[src/rtl/aq_pkg.sv]
package aq_pkg;
  typedef enum logic [1:0] {
    ACC_FETCH = 2'd0,
    ACC_LOAD  = 2'd1,
    ACC_STORE = 2'd2,
    ACC_RSVD  = 2'd3
  } acc_e;

  typedef enum logic [1:0] {
    FC_SEG   = 2'd0,
    FC_GUEST = 2'd1,
    FC_HOST  = 2'd2,
    FC_NONE  = 2'd3
  } fclass_e;

  typedef enum logic [2:0] {
    EX_NONE   = 3'd0,
    EX_ISEG   = 3'd1,
    EX_DSEG   = 3'd2,
    EX_ISTOR  = 3'd3,
    EX_DSTOR  = 3'd4,
    EX_HISTOR = 3'd5,
    EX_HDSTOR = 3'd6
  } exc_e;
endpackage

[src/rtl/aq_quadrant_sel.sv]
module aq_quadrant_sel #(
  parameter int EA_W    = 64,
  parameter int RSVD_HI = 10,
  parameter int LPID_W  = 32,
  parameter int PID_W   = 32
) (
  input  logic [EA_W-1:0]   ea,
  input  logic              hv_mode,
  input  logic [LPID_W-1:0] cur_lpid,
  input  logic [PID_W-1:0]  cur_pid,
  output logic [LPID_W-1:0] sel_lpid,
  output logic [PID_W-1:0]  sel_pid,
  output logic              seg_fault
);
  localparam int QUAD_LO  = EA_W - 2;
  localparam int RSVD_TOP = EA_W - 3;
  localparam int RSVD_BOT = EA_W - 2 - RSVD_HI;

  logic [1:0] quad;
  logic       rsvd_hit;
  logic       quad_bad;

  assign quad = ea[EA_W-1:QUAD_LO];

  generate
    if (RSVD_HI > 0) begin : g_rsvd
      assign rsvd_hit = |ea[RSVD_TOP:RSVD_BOT];
    end else begin : g_norsvd
      assign rsvd_hit = 1'b0;
    end
  endgenerate

  always_comb begin
    quad_bad = 1'b0;
    sel_lpid = '0;
    sel_pid  = '0;
    if (hv_mode) begin
      unique case (quad)
        2'd0: sel_pid = cur_pid;
        2'd1: begin sel_lpid = cur_lpid; sel_pid = cur_pid; end
        2'd2: sel_lpid = cur_lpid;
        default: ;
      endcase
    end else begin
      unique case (quad)
        2'd0: begin sel_lpid = cur_lpid; sel_pid = cur_pid; end
        2'd3: sel_lpid = cur_lpid;
        default: quad_bad = 1'b1;
      endcase
    end
    seg_fault = rsvd_hit | quad_bad;
    if (seg_fault) begin
      sel_lpid = '0;
      sel_pid  = '0;
    end
  end
endmodule

[src/rtl/aq_cause_fold.sv]
module aq_cause_fold #(
  parameter int CAUSE_W   = 32,
  parameter int STORE_BIT = 25
) (
  input  logic [CAUSE_W-1:0] cause_in,
  input  logic [1:0]         acc_type,
  output logic [CAUSE_W-1:0] cause_out
);
  import aq_pkg::*;
  localparam logic [CAUSE_W-1:0] STORE_MASK =
    {{(CAUSE_W-1){1'b0}}, 1'b1} << STORE_BIT;

  always_comb begin
    cause_out = cause_in;
    if (acc_e'(acc_type) == ACC_STORE) cause_out = cause_in | STORE_MASK;
  end
endmodule

[src/rtl/aq_fault_regs.sv]
module aq_fault_regs #(
  parameter int EA_W    = 64,
  parameter int CAUSE_W = 32
) (
  input  logic               clk,
  input  logic               rst_n,
  input  logic               strobe,
  input  logic [1:0]         fclass,
  input  logic [1:0]         acc_type,
  input  logic [EA_W-1:0]    ea,
  input  logic [EA_W-1:0]    graddr,
  input  logic [CAUSE_W-1:0] cause_raw,
  input  logic [CAUSE_W-1:0] cause_fold,
  output logic               flt_valid,
  output logic [2:0]         exc_idx,
  output logic [CAUSE_W-1:0] err_code,
  output logic [EA_W-1:0]    data_addr,
  output logic [CAUSE_W-1:0] data_stat,
  output logic [CAUSE_W-1:0] host_stat,
  output logic [EA_W-1:0]    host_addr,
  output logic [EA_W-1:0]    sec_addr
);
  import aq_pkg::*;

  logic load_en, is_fetch;
  logic en_exc, en_err, en_dar, en_dst, en_hst, en_hda, en_sec;
  exc_e exc_n;
  logic [CAUSE_W-1:0] err_n;

  assign load_en  = strobe && (fclass_e'(fclass) != FC_NONE);
  assign is_fetch = (acc_e'(acc_type) == ACC_FETCH);

  always_comb begin
    en_exc = load_en;
    en_err = load_en;
    en_dar = 1'b0;
    en_dst = 1'b0;
    en_hst = 1'b0;
    en_hda = 1'b0;
    en_sec = 1'b0;
    exc_n  = EX_NONE;
    err_n  = '0;
    unique case (fclass_e'(fclass))
      FC_SEG: begin
        exc_n  = is_fetch ? EX_ISEG : EX_DSEG;
        en_dar = load_en && !is_fetch;
      end
      FC_GUEST: begin
        if (is_fetch) begin
          exc_n = EX_ISTOR;
          err_n = cause_raw;
        end else begin
          exc_n  = EX_DSTOR;
          en_dar = load_en;
          en_dst = load_en;
        end
      end
      FC_HOST: begin
        en_sec = load_en;
        if (is_fetch) begin
          exc_n = EX_HISTOR;
          err_n = cause_raw;
        end else begin
          exc_n  = EX_HDSTOR;
          en_hst = load_en;
          en_hda = load_en;
        end
      end
      default: ;
    endcase
  end

  always_ff @(posedge clk or negedge rst_n) begin
    if (!rst_n) begin
      flt_valid <= 1'b0;
      exc_idx   <= '0;
      err_code  <= '0;
      data_addr <= '0;
      data_stat <= '0;
      host_stat <= '0;
      host_addr <= '0;
      sec_addr  <= '0;
    end else begin
      flt_valid <= load_en;
      if (en_exc) exc_idx   <= exc_n;
      if (en_err) err_code  <= err_n;
      if (en_dar) data_addr <= ea;
      if (en_dst) data_stat <= cause_fold;
      if (en_hst) host_stat <= cause_fold;
      if (en_hda) host_addr <= ea;
      if (en_sec) sec_addr  <= graddr;
    end
  end
endmodule

[src/rtl/addr_qual_fault.sv]
module addr_qual_fault #(
  parameter int EA_W      = 64,
  parameter int RSVD_HI   = 10,
  parameter int LPID_W    = 32,
  parameter int PID_W     = 32,
  parameter int CAUSE_W   = 32,
  parameter int STORE_BIT = 25
) (
  input  logic               clk,
  input  logic               rst_n,
  input  logic [EA_W-1:0]    ea,
  input  logic               hv_mode,
  input  logic [1:0]         acc_type,
  input  logic [LPID_W-1:0]  cur_lpid,
  input  logic [PID_W-1:0]   cur_pid,
  output logic [LPID_W-1:0]  sel_lpid,
  output logic [PID_W-1:0]   sel_pid,
  output logic               seg_fault,
  input  logic               flt_strobe,
  input  logic [1:0]         flt_class,
  input  logic [CAUSE_W-1:0] flt_cause,
  input  logic [EA_W-1:0]    flt_graddr,
  output logic               flt_valid,
  output logic [2:0]         exc_idx,
  output logic [CAUSE_W-1:0] err_code,
  output logic [EA_W-1:0]    data_addr,
  output logic [CAUSE_W-1:0] data_stat,
  output logic [CAUSE_W-1:0] host_stat,
  output logic [EA_W-1:0]    host_addr,
  output logic [EA_W-1:0]    sec_addr
);
  logic [CAUSE_W-1:0] cause_fold;

  aq_quadrant_sel #(
    .EA_W(EA_W), .RSVD_HI(RSVD_HI), .LPID_W(LPID_W), .PID_W(PID_W)
  ) u_qsel (
    .ea(ea), .hv_mode(hv_mode), .cur_lpid(cur_lpid), .cur_pid(cur_pid),
    .sel_lpid(sel_lpid), .sel_pid(sel_pid), .seg_fault(seg_fault)
  );

  aq_cause_fold #(.CAUSE_W(CAUSE_W), .STORE_BIT(STORE_BIT)) u_fold (
    .cause_in(flt_cause), .acc_type(acc_type), .cause_out(cause_fold)
  );

  aq_fault_regs #(.EA_W(EA_W), .CAUSE_W(CAUSE_W)) u_regs (
    .clk(clk), .rst_n(rst_n), .strobe(flt_strobe), .fclass(flt_class),
    .acc_type(acc_type), .ea(ea), .graddr(flt_graddr),
    .cause_raw(flt_cause), .cause_fold(cause_fold),
    .flt_valid(flt_valid), .exc_idx(exc_idx), .err_code(err_code),
    .data_addr(data_addr), .data_stat(data_stat), .host_stat(host_stat),
    .host_addr(host_addr), .sec_addr(sec_addr)
  );
endmodule

[config.mk]
export PLATFORM = sky130hd
export DESIGN_NAME = addr_qual_fault
export DESIGN_NICKNAME = d
export VERILOG_FILES = /design/src/rtl/aq_pkg.sv /design/src/rtl/aq_quadrant_sel.sv /design/src/rtl/aq_cause_fold.sv /design/src/rtl/aq_fault_regs.sv /design/src/rtl/addr_qual_fault.sv
export SDC_FILE = /design/constraint.sdc
export NUM_CORES = 1
export LEC_CHECK = 0
export BUFFER_PORTS_ARGS = -buffer_cell sky130_fd_sc_hd__buf_2
export CAP_MARGIN = 20
export CORE_AREA = 2 2 231 233
export CTS_CLUSTER_SIZE = 28
export DETAILED_ROUTE_END_ITERATION = 6
export DIE_AREA = 0 0 233 235
export MAX_ROUTING_LAYER = met4
export PLACE_DENSITY = 0.48
export SETUP_SLACK_MARGIN = 0.1
export SYNTH_ARGS = -nofsm -noshare
export SYNTH_HDL_FRONTEND = slang
export SYNTH_SLANG_ARGS = --single-unit
[constraint.sdc]
create_clock -name clk -period 1.4 [get_ports clk]
set_input_delay 0.14 -clock clk [delete_from_list [all_inputs] [get_ports clk]]
set_output_delay 0.14 -clock clk [all_outputs]
set_load 0.05 [all_outputs]
* Word level (Yosys, flattened, before mapping)
Index checks and enable logic that the tools add are counted.
Cells by class: div/mod/pow operators 0, equal/unequal tests 7, $mul 0, add/subtract/negate cells 0, shift-type cells 0, reduce and logical (&&, ||, !) cells 11, bitwise operators 1, magnitude comparators 0, muxes and demuxes 22
Operators by type and width (count):
- $mux 32 | 10
- $mux 26 | 1
- $reduce_or 10->1 | 1
- $pmux 3 s3 | 1
- $eq 2x2->1 const B | 4
- $reduce_or 2->1 | 4
- $logic_not 2->1 | 3
- $mux 1 | 6
- $eq 2x1->1 const B | 2
- $mux 2 | 2
- $mux 3 | 1
- $logic_and 1x1->1 | 2
- $ne 2x2->1 const B | 1
- $pmux 1 s2 | 1
- $logic_not 1->1 | 1
- $or 1x1->1 | 1
Storage, ports and cells: RAM bits 0, latch bits 0, ROM bits 0, memories 0, output and inout bits 357, register bits after elaboration 292

* Longest topological paths before layout
Gate-level depths: netlist of the first run.
depth after elaboration 6, gate-level depth with buffers 7

* Hierarchy
From an unflattened synthesis of the first run, not the netlist that was laid out.
Second synthesis, totals: cells, all modules 828, area total of the unflattened synthesis 12230.5 um2
Modules (own cells, without submodules):
- aq_fault_regs | area an instance 10899.2 um2, times used 1, cells an instance 641
- aq_quadrant_sel | area an instance 1087.3 um2, times used 1, cells an instance 154
- aq_cause_fold | area an instance 244.0 um2, times used 1, cells an instance 33

* Worst setup path after synthesis of the first run
OpenSTA, ideal clock, no wires.
path kind input-to-output, start input ea[52], end output sel_pid[0], setup slack -0.939 ns, data required time 1.260 ns, cell stages on the path 5, arrival 2.199 ns, cells stage by stage or4_1 -> buf_2 -> or2_1 -> buf_6 -> nor3_1
On the way: longest elaborated chain between the ends 3
RTL lines:
- from (decl) | line addr_qual_fault.sv:11 | input logic [EA_W-1:0] ea,
- $reduce_or 10->1 | line aq_quadrant_sel.sv:27 | assign rsvd_hit = |ea[RSVD_TOP:RSVD_BOT];
- $or 1x1->1 | line aq_quadrant_sel.sv:51 | seg_fault = rsvd_hit | quad_bad;
- $mux 32 | line aq_quadrant_sel.sv:52 | if (seg_fault) begin
- to (decl) | line addr_qual_fault.sv:17 | output logic [PID_W-1:0] sel_pid,
Every way passes these cells.

* Final worst setup path of the first run
start input ea[57], end output sel_pid[21]
Same word-level chain as after synthesis.

==> summary.txt, run 1 <==
Worst-margin pin slew = 0.3467 ns
Dpl hpwl = 32.86 mm
WL/cell = 18.83 microns
Final std cells w/o fill = 2359
CP peak stage delay = 0.54 ns
Layout cell share with drive strength beyond 1 = 65.03%
IO Port Bufs = 588
Top cells by area, synth = dfrtp_1, mux2_2, nor3_2
Peak VDD IR = 1.013 mV
Bufs on Longest Clock Path = 3
Global Route Usage Sum = 16.15%
Die extent in y = 235 microns
Num CTS Buffers = 36
Yosys Warn Count = 0
Pre-CTS setup slack = -0.4587 ns
Fin crit period = 1.815 ns
Max Slew Vio Count = 0
Vias = 9834
Crit path max fanout = 4
Leading area contributor after synthesis = dfrtp_1
GRT met2 Usage = 27.07%
Antenna-violating nets left = 0
Critical Path RT = 1.26 ns
FF/Latch Area = 7307 sq um
Yosys top cell area share = 62.41%
Met1 GRT Util = 17.83%
Critical Path AT = 1.68 ns
Antenna violations before repair = 4
Row count = 84
# nets final = 1883
Number of H-tree levels = 2
Syn Inst Count = 800
First-pass GRT wire length = 66.00 mm
Cell Pwr Density = 1577 nW/um^2
Final hold viol count = 0
CP Cell Sequence = buf_6, or4_4, or2_4, buf_4, buf_4, nor3_4, buf_6
Crit start category = input pin
Worst min path class = in2async
Die ar. = 54760 sq um
Finished Core Util = 42.45%
Initial Utilization = 22.41%
Syn nets = 1039
Setup TNS = -19.80 ns
Final worst slack = -0.4153 ns
Vias per cell = 4.169
GRT busiest layer = met2
Clk_skew = 0 ns
Root Buffer = clkbuf_16
Slowest-stage cell, CP = or4_4
Total power = 34980 uW
Max Freq = 0.5509 GHz
WP buf/inv = 4
Clock net sink count = 292
Syn Area/Cell = 14.63 sq um
Largest net degree at the start of global routing = 64
RSZ-0062 raised after global routing = yes
Met3 usage in global routing = 4.600%
Crit. End Element = output port
Period utilization = 129.7%
Worst slew margin = 76.89%
Post-Route WL = 44.43 mm
Placed cell count = 2116
Lkg Pwr = 0.01091 uW
Seq/Total Area, Yosys = 62.41%
Number of unique standard cell types used by synthesis = 29
Failing checks = setup timing
Detailed Route Iter0 Violations = 324
Status = complete, but fails checks
Core ar. = 52240 sq um
Layout filler cell count = 4804
Clk slew on worst S/H paths = 0.06 ns
Multi-input gate area = 4965 sq um
GRT overflow = 0
Pre-antenna DRT Iters = 4
Drt drc = 0
Final setup viols = 65
Yosys reg bits = 292
Worst Setup Path Type = in2out
Vias in the first global route = 10690
R2r setup slk = 0.48 ns
Post-Syn Area = 11710 sq um
Routability cong. = 0.9097
Crit-path leading delay family = simple AND/OR/NAND/NOR gates
I/O pin cnt = 589
CTS tree = done
Area growth, synth to finish = 89.42%
Maxcap violations = 0
Clk Latency, worst-skew pair = 0.52 ns
Chip width = 233 microns
## placed cells by master (no fill, tap or decap), types with 3 or more instances in the layout
cell,netlist,final
a22o_1,32,32
buf_12,0,42
buf_2,25,227
buf_4,0,237
buf_6,4,169
buf_8,0,4
bufinv_16,0,3
clkbuf_1,12,7
clkbuf_16,0,39
clkbuf_4,0,9
clkbuf_8,0,9
dfrtp_1,292,292
diode_2,0,4
dlygate4sd3_1,0,162
ha_4,0,5
inv_1,70,67
mux2_2,252,155
mux2_4,0,99
nand2_1,4,4
nor3_4,0,65
## area by class of cell
cell class / instances / share of cell area [%]
clock inverters: 7 / 0.5642
clock buffers: 54 / 4.965
well taps: 688 / 3.882
inverters: 70 / 1.269
multi-input cells: 390 / 22.39
flip-flops and latches: 292 / 32.95
repair buffers: 854 / 33.94
diodes: 4 / 0.04514
## kinds of logic (layout without fill, tap and decap cells)
| logic type | after synthesis | count (layout) | share of synthesized area (%) |
|---|---|---|---|
| multiplexers | 255 | 255 | 24.52 |
| flip-flops | 292 | 292 | 62.41 |
| other | 0 | 4 | 0 |
| buffers and inverters | 118 | 985 | 4.307 |
| adder cells (fa/ha/maj) | 7 | 7 | 0.7481 |
| AND/OR/NAND/NOR | 89 | 89 | 5.183 |
| AO/OA/AOI/OAI | 39 | 39 | 2.832 |
## cells in the mapped netlist (all sizes together)
| cell type | n |
|---|---|
| dfrtp | 292 |
| mux2 | 254 |
| inv | 70 |
| nor3 | 66 |
| buf | 36 |
| a22o | 32 |
| clkbuf | 12 |
| ha | 7 |
| nor2 | 5 |
| nand2 | 4 |
| nand2b | 3 |
| or2 | 3 |
| a21oi | 2 |
| nand3 | 2 |
| nand4 | 2 |
| o311ai | 2 |
| and3 | 1 |
| mux2i | 1 |
| nand3b | 1 |
| nor4 | 1 |
| o21ai | 1 |
| o32a | 1 |
| o41ai | 1 |
| or4 | 1 |
## stage by stage
stage / hold WS, ns / area [sq um]
global route: 0.08254 / 22180
global placement: 0.04599 / 17510
CTS: 0.005440 / 21740
finish: 0.08204 / 22180
floorplan: -0.1556 / 12910
detailed placement: 0.04883 / 17510
## final timing paths
check / startpoint / end / cells after the start
setup / recovery: ea[57] / sel_pid[21] / 7
hold / removal: rst_n / u_regs.err_code[15] / 2
setup reg to reg: u_regs.data_addr[54] / u_regs.data_addr[54] / 2
hold reg to reg: u_regs.err_code[3] / u_regs.err_code[3] / 1
max in group asynchronous: rst_n / u_regs.data_addr[59] / 3
min in group clk: flt_strobe / u_regs.flt_valid / 4
## state kept, by name, indices dropped and copies added (netlist names)
name,cells
u_regs.data_addr,64
u_regs.data_stat,32
u_regs.err_code,32
u_regs.exc_idx,3
u_regs.flt_valid,1
u_regs.host_addr,64
u_regs.host_stat,32
u_regs.sec_addr,64
## power by group
| group | internal (uW) | total (uW) | switching [uW] |
|---|---|---|---|
| registers | 10200 | 11400 | 1140 |
| clock network | 5970 | 9560 | 3590 |
| logic | 5180 | 14000 | 8870 |
## per-layer routing
metal	vias to the layer above	share of wire (%)	wire, microns
met1	4869	37	16660
met4	0	4.4	1933
met2	403	51	22470
li1	4474	-	-
met5	-	0	0
met3	88	7.6	3367
## what timing repair did
action,CTS,global route
gates cloned,2,1
hold buffers,162,0
resized for setup,429,115
pin swaps,4,16
hold endpoints to repair,578,0
buffers inserted,10,4
endpoints found under the setup margin,355,166
Note: power is estimated with default switching activity, not from simulation.
==> run 2: changes to the inputs <==
--- a/config.mk
+++ b/config.mk
@@ -7,12 +7,14 @@
 export LEC_CHECK = 0
 export BUFFER_PORTS_ARGS = -buffer_cell sky130_fd_sc_hd__buf_2
 export CAP_MARGIN = 20
-export CORE_AREA = 2 2 231 233
+export CELL_PAD_IN_SITES_DETAIL_PLACEMENT = 2
+export CELL_PAD_IN_SITES_GLOBAL_PLACEMENT = 2
+export CORE_AREA = 2 2 229 231
 export CTS_CLUSTER_SIZE = 28
 export DETAILED_ROUTE_END_ITERATION = 6
-export DIE_AREA = 0 0 233 235
+export DIE_AREA = 0 0 231 233
 export MAX_ROUTING_LAYER = met4
-export PLACE_DENSITY = 0.48
+export PLACE_DENSITY = 0.7
 export SETUP_SLACK_MARGIN = 0.1
 export SYNTH_ARGS = -nofsm -noshare
 export SYNTH_HDL_FRONTEND = slang
==> run 2 against run 1 <==
The flow still finishes with violations (setup timing). Total power is 6.7% higher. Wire length increased by 54%. Non-clock buffer count increased by 53. Die area down 1.7%. Final area increased by 4.2%. Sequential power grew 4%. Clock skew is the same. Combinational power rose by 13%. Worst hold slack lost 0.033 ns. Highest routed layer unchanged.
==> summary.txt, run 2 (synthesis results as in run 1) <==
Slowest-stage cell, CP = or4_4
I/O pin cnt = 589 (unchanged)
Total power = 37330 uW (+6.7%)
Detailed Route Iter0 Violations = 322 (-0.62%)
Row count = 83 (-1.2%)
Period utilization = 134.5% (+4.9 points)
CP Cell Sequence = buf_6, or4_4, or2_4, buf_12, buf_16, nor3_4, buf_6
R2r setup slk = 0.32 ns (-0.16 ns)
Fin crit period = 1.883 ns (+0.06805 ns)
# nets final = 1936 (+2.8%)
Pre-antenna DRT Iters = 6 (+2)
Dpl hpwl = 37.61 mm (+14%)
Clk Latency, worst-skew pair = 0.53 ns (about the same)
Critical Path RT = 1.26 ns (about the same)
Vias = 10780 (+9.7%)
GRT met2 Usage = 41.50% (+14 points)
Worst Setup Path Type = in2out
Number of H-tree levels = 2 (unchanged)
GRT overflow = 0 (unchanged)
Met3 usage in global routing = 6.752% (+2.2 points)
Final worst slack = -0.4834 ns (-0.06805 ns)
Worst slew margin = 74.23% (-2.7 points)
Crit path max fanout = 5 (+1)
Die extent in y = 233 microns (-0.85%)
RR Startpoint = u_regs.host_stat[9]
Post-Route WL = 68.53 mm (+54%)
Cell Pwr Density = 1616 nW/um^2 (+2.5%)
Vias per cell = 4.472 (+7.3%)
RSZ-0062 raised after global routing = yes
Max Slew Vio Count = 0 (unchanged)
CTS tree = done
R2r worst-path depth = 3 (+1)
Final hold viol count = 0 (unchanged)
Status = complete, but fails checks
Crit start category = input pin
WL/cell = 28.42 microns (+51%)
Critical Path AT = 1.74 ns (+0.06 ns)
Layout filler cell count = 4900 (+2.0%)
First-pass GRT wire length = 88.42 mm (+34%)
Top flop regs = u_regs.data_addr (64), u_regs.host_addr (64), u_regs.sec_addr (64)
Area growth, synth to finish = 97.30%
Commonest cells after routing, fill and taps aside = dfrtp_1, buf_6, buf_2
Global Route Usage Sum = 22.88% (+6.7 points)
Layout cell share with drive strength beyond 1 = 66.53% (+1.5 points)
GRT busiest layer = met2
Bufs on Longest Clock Path = 3 (unchanged)
Num CTS Buffers = 36 (unchanged)
WP buf/inv = 4 (unchanged)
Crit. End Element = output port
Largest net degree at the start of global routing = 51 (-20%)
Max Freq = 0.5310 GHz (-3.6%)
Reg2reg end = u_regs.host_stat[9]
Failing checks = setup timing
Clock net sink count = 292 (unchanged)
Peak VDD IR = 1.306 mV (+29%)
Maxcap violations = 0 (unchanged)
Vias in the first global route = 12470 (+17%)
CP peak stage delay = 0.54 ns (about the same)
Lkg Pwr = 0.01133 uW (+3.9%)
IO Port Bufs = 588 (unchanged)
Clk slew on worst S/H paths = 0.07 ns (about the same)
Routability cong. = 0.8670 (-4.7%)
Final setup viols = 65 (unchanged)
Root Buffer = clkbuf_16
Core ar. = 51090 sq um (-2.2%)
Antenna-violating nets left = 0 (unchanged)
Drt drc = 0 (unchanged)
Die ar. = 53820 sq um (-1.7%)
Worst-margin pin slew = 0.3817 ns (+0.03505 ns)
Chip width = 231 microns (-0.86%)
Commonest non-fill, non-tap cell in the layout = dfrtp_1
Clk_skew = 0 ns (unchanged)
Hold_ws = 0.04879 ns (-0.03325 ns)
Worst min path class = in2async
CP most frequent cell = buf_6
Crit-path leading delay family = simple AND/OR/NAND/NOR gates
Initial Utilization = 22.91% (+0.50 points)
Antenna violations before repair = 6 (+2)
Met1 GRT Util = 22.68% (+4.9 points)
==> run 2: worst max-delay path by stage <==
| stage | from | to | slack [ns] | cells after the start |
|---|---|---|---|---|
| floorplan | ea[52] | sel_pid[10] | -0.46 | 6 |
| global placement | ea[52] | sel_pid[17] | -0.47 | 6 |
| detailed placement | ea[52] | sel_pid[16] | -0.49 | 6 |
| CTS | ea[57] | sel_pid[9] | -0.46 | 6 |
| global route | ea[57] | sel_pid[4] | -0.49 | 7 |
| finish | ea[57] | sel_pid[10] | -0.48 | 7 |
==> run 2: report_power, final <==
group / total (uW) / switching (uW) / internal [uW] / leakage (uW)
Combinational: 15800 / 9720 / 6060 / 0.00722
Sequential: 11900 / 1670 / 10200 / 0.00354
Clock: 9650 / 4160 / 5490 / 0.000574
==> run 2: per-layer routing <==
layer / up-vias / routed length (microns) / share of wire, %
li1: 4572 / - / -
met1: 5558 / 23160 / 34
met2: 515 / 36760 / 54
met3: 138 / 5250 / 7.7
met4: 0 / 3354 / 4.9
met5: - / 0 / 0
==> run 2: cell type report <==
type / count / area [sq um] / area share [%]
Timing Repair Buffer: 907 / 8473 / 36.68
Clock buffer: 46 / 1001 / 4.333
Inverter: 70 / 281.5 / 1.219
Multi-Input combinational cell: 390 / 4989 / 21.60
Clock inverter: 19 / 177.7 / 0.7692
Sequential cell: 292 / 7308 / 31.64
Tap cell: 680 / 850.8 / 3.683
Antenna cell: 7 / 17.52 / 0.07584
==> run 2: stage by stage <==
step                      cells  area, sq um  utilization [%]  setup TNS, ns  setup slack (ns)
after floorplan             800        12910                -         -26.23           -0.4577
after CTS                  2345        21750            42.57         -21.61           -0.4643
after global placement     2109        17540            34.33        -110.93           -0.4665
after detailed placement   2109        17540            34.33        -123.89           -0.4909
after global routing       2411        23100            45.21         -26.42           -0.4916
final                      2411        23100            45.21         -24.19           -0.4834
==> run 2: what timing repair did <==
action,4_1_cts,5_1_grt
buffers inserted,7,53
resized for setup,431,285
setup endpoints to repair,357,278
hold buffers,161,0
endpoints found under the hold margin,579,0
cloned,3,6
pin swaps,4,36
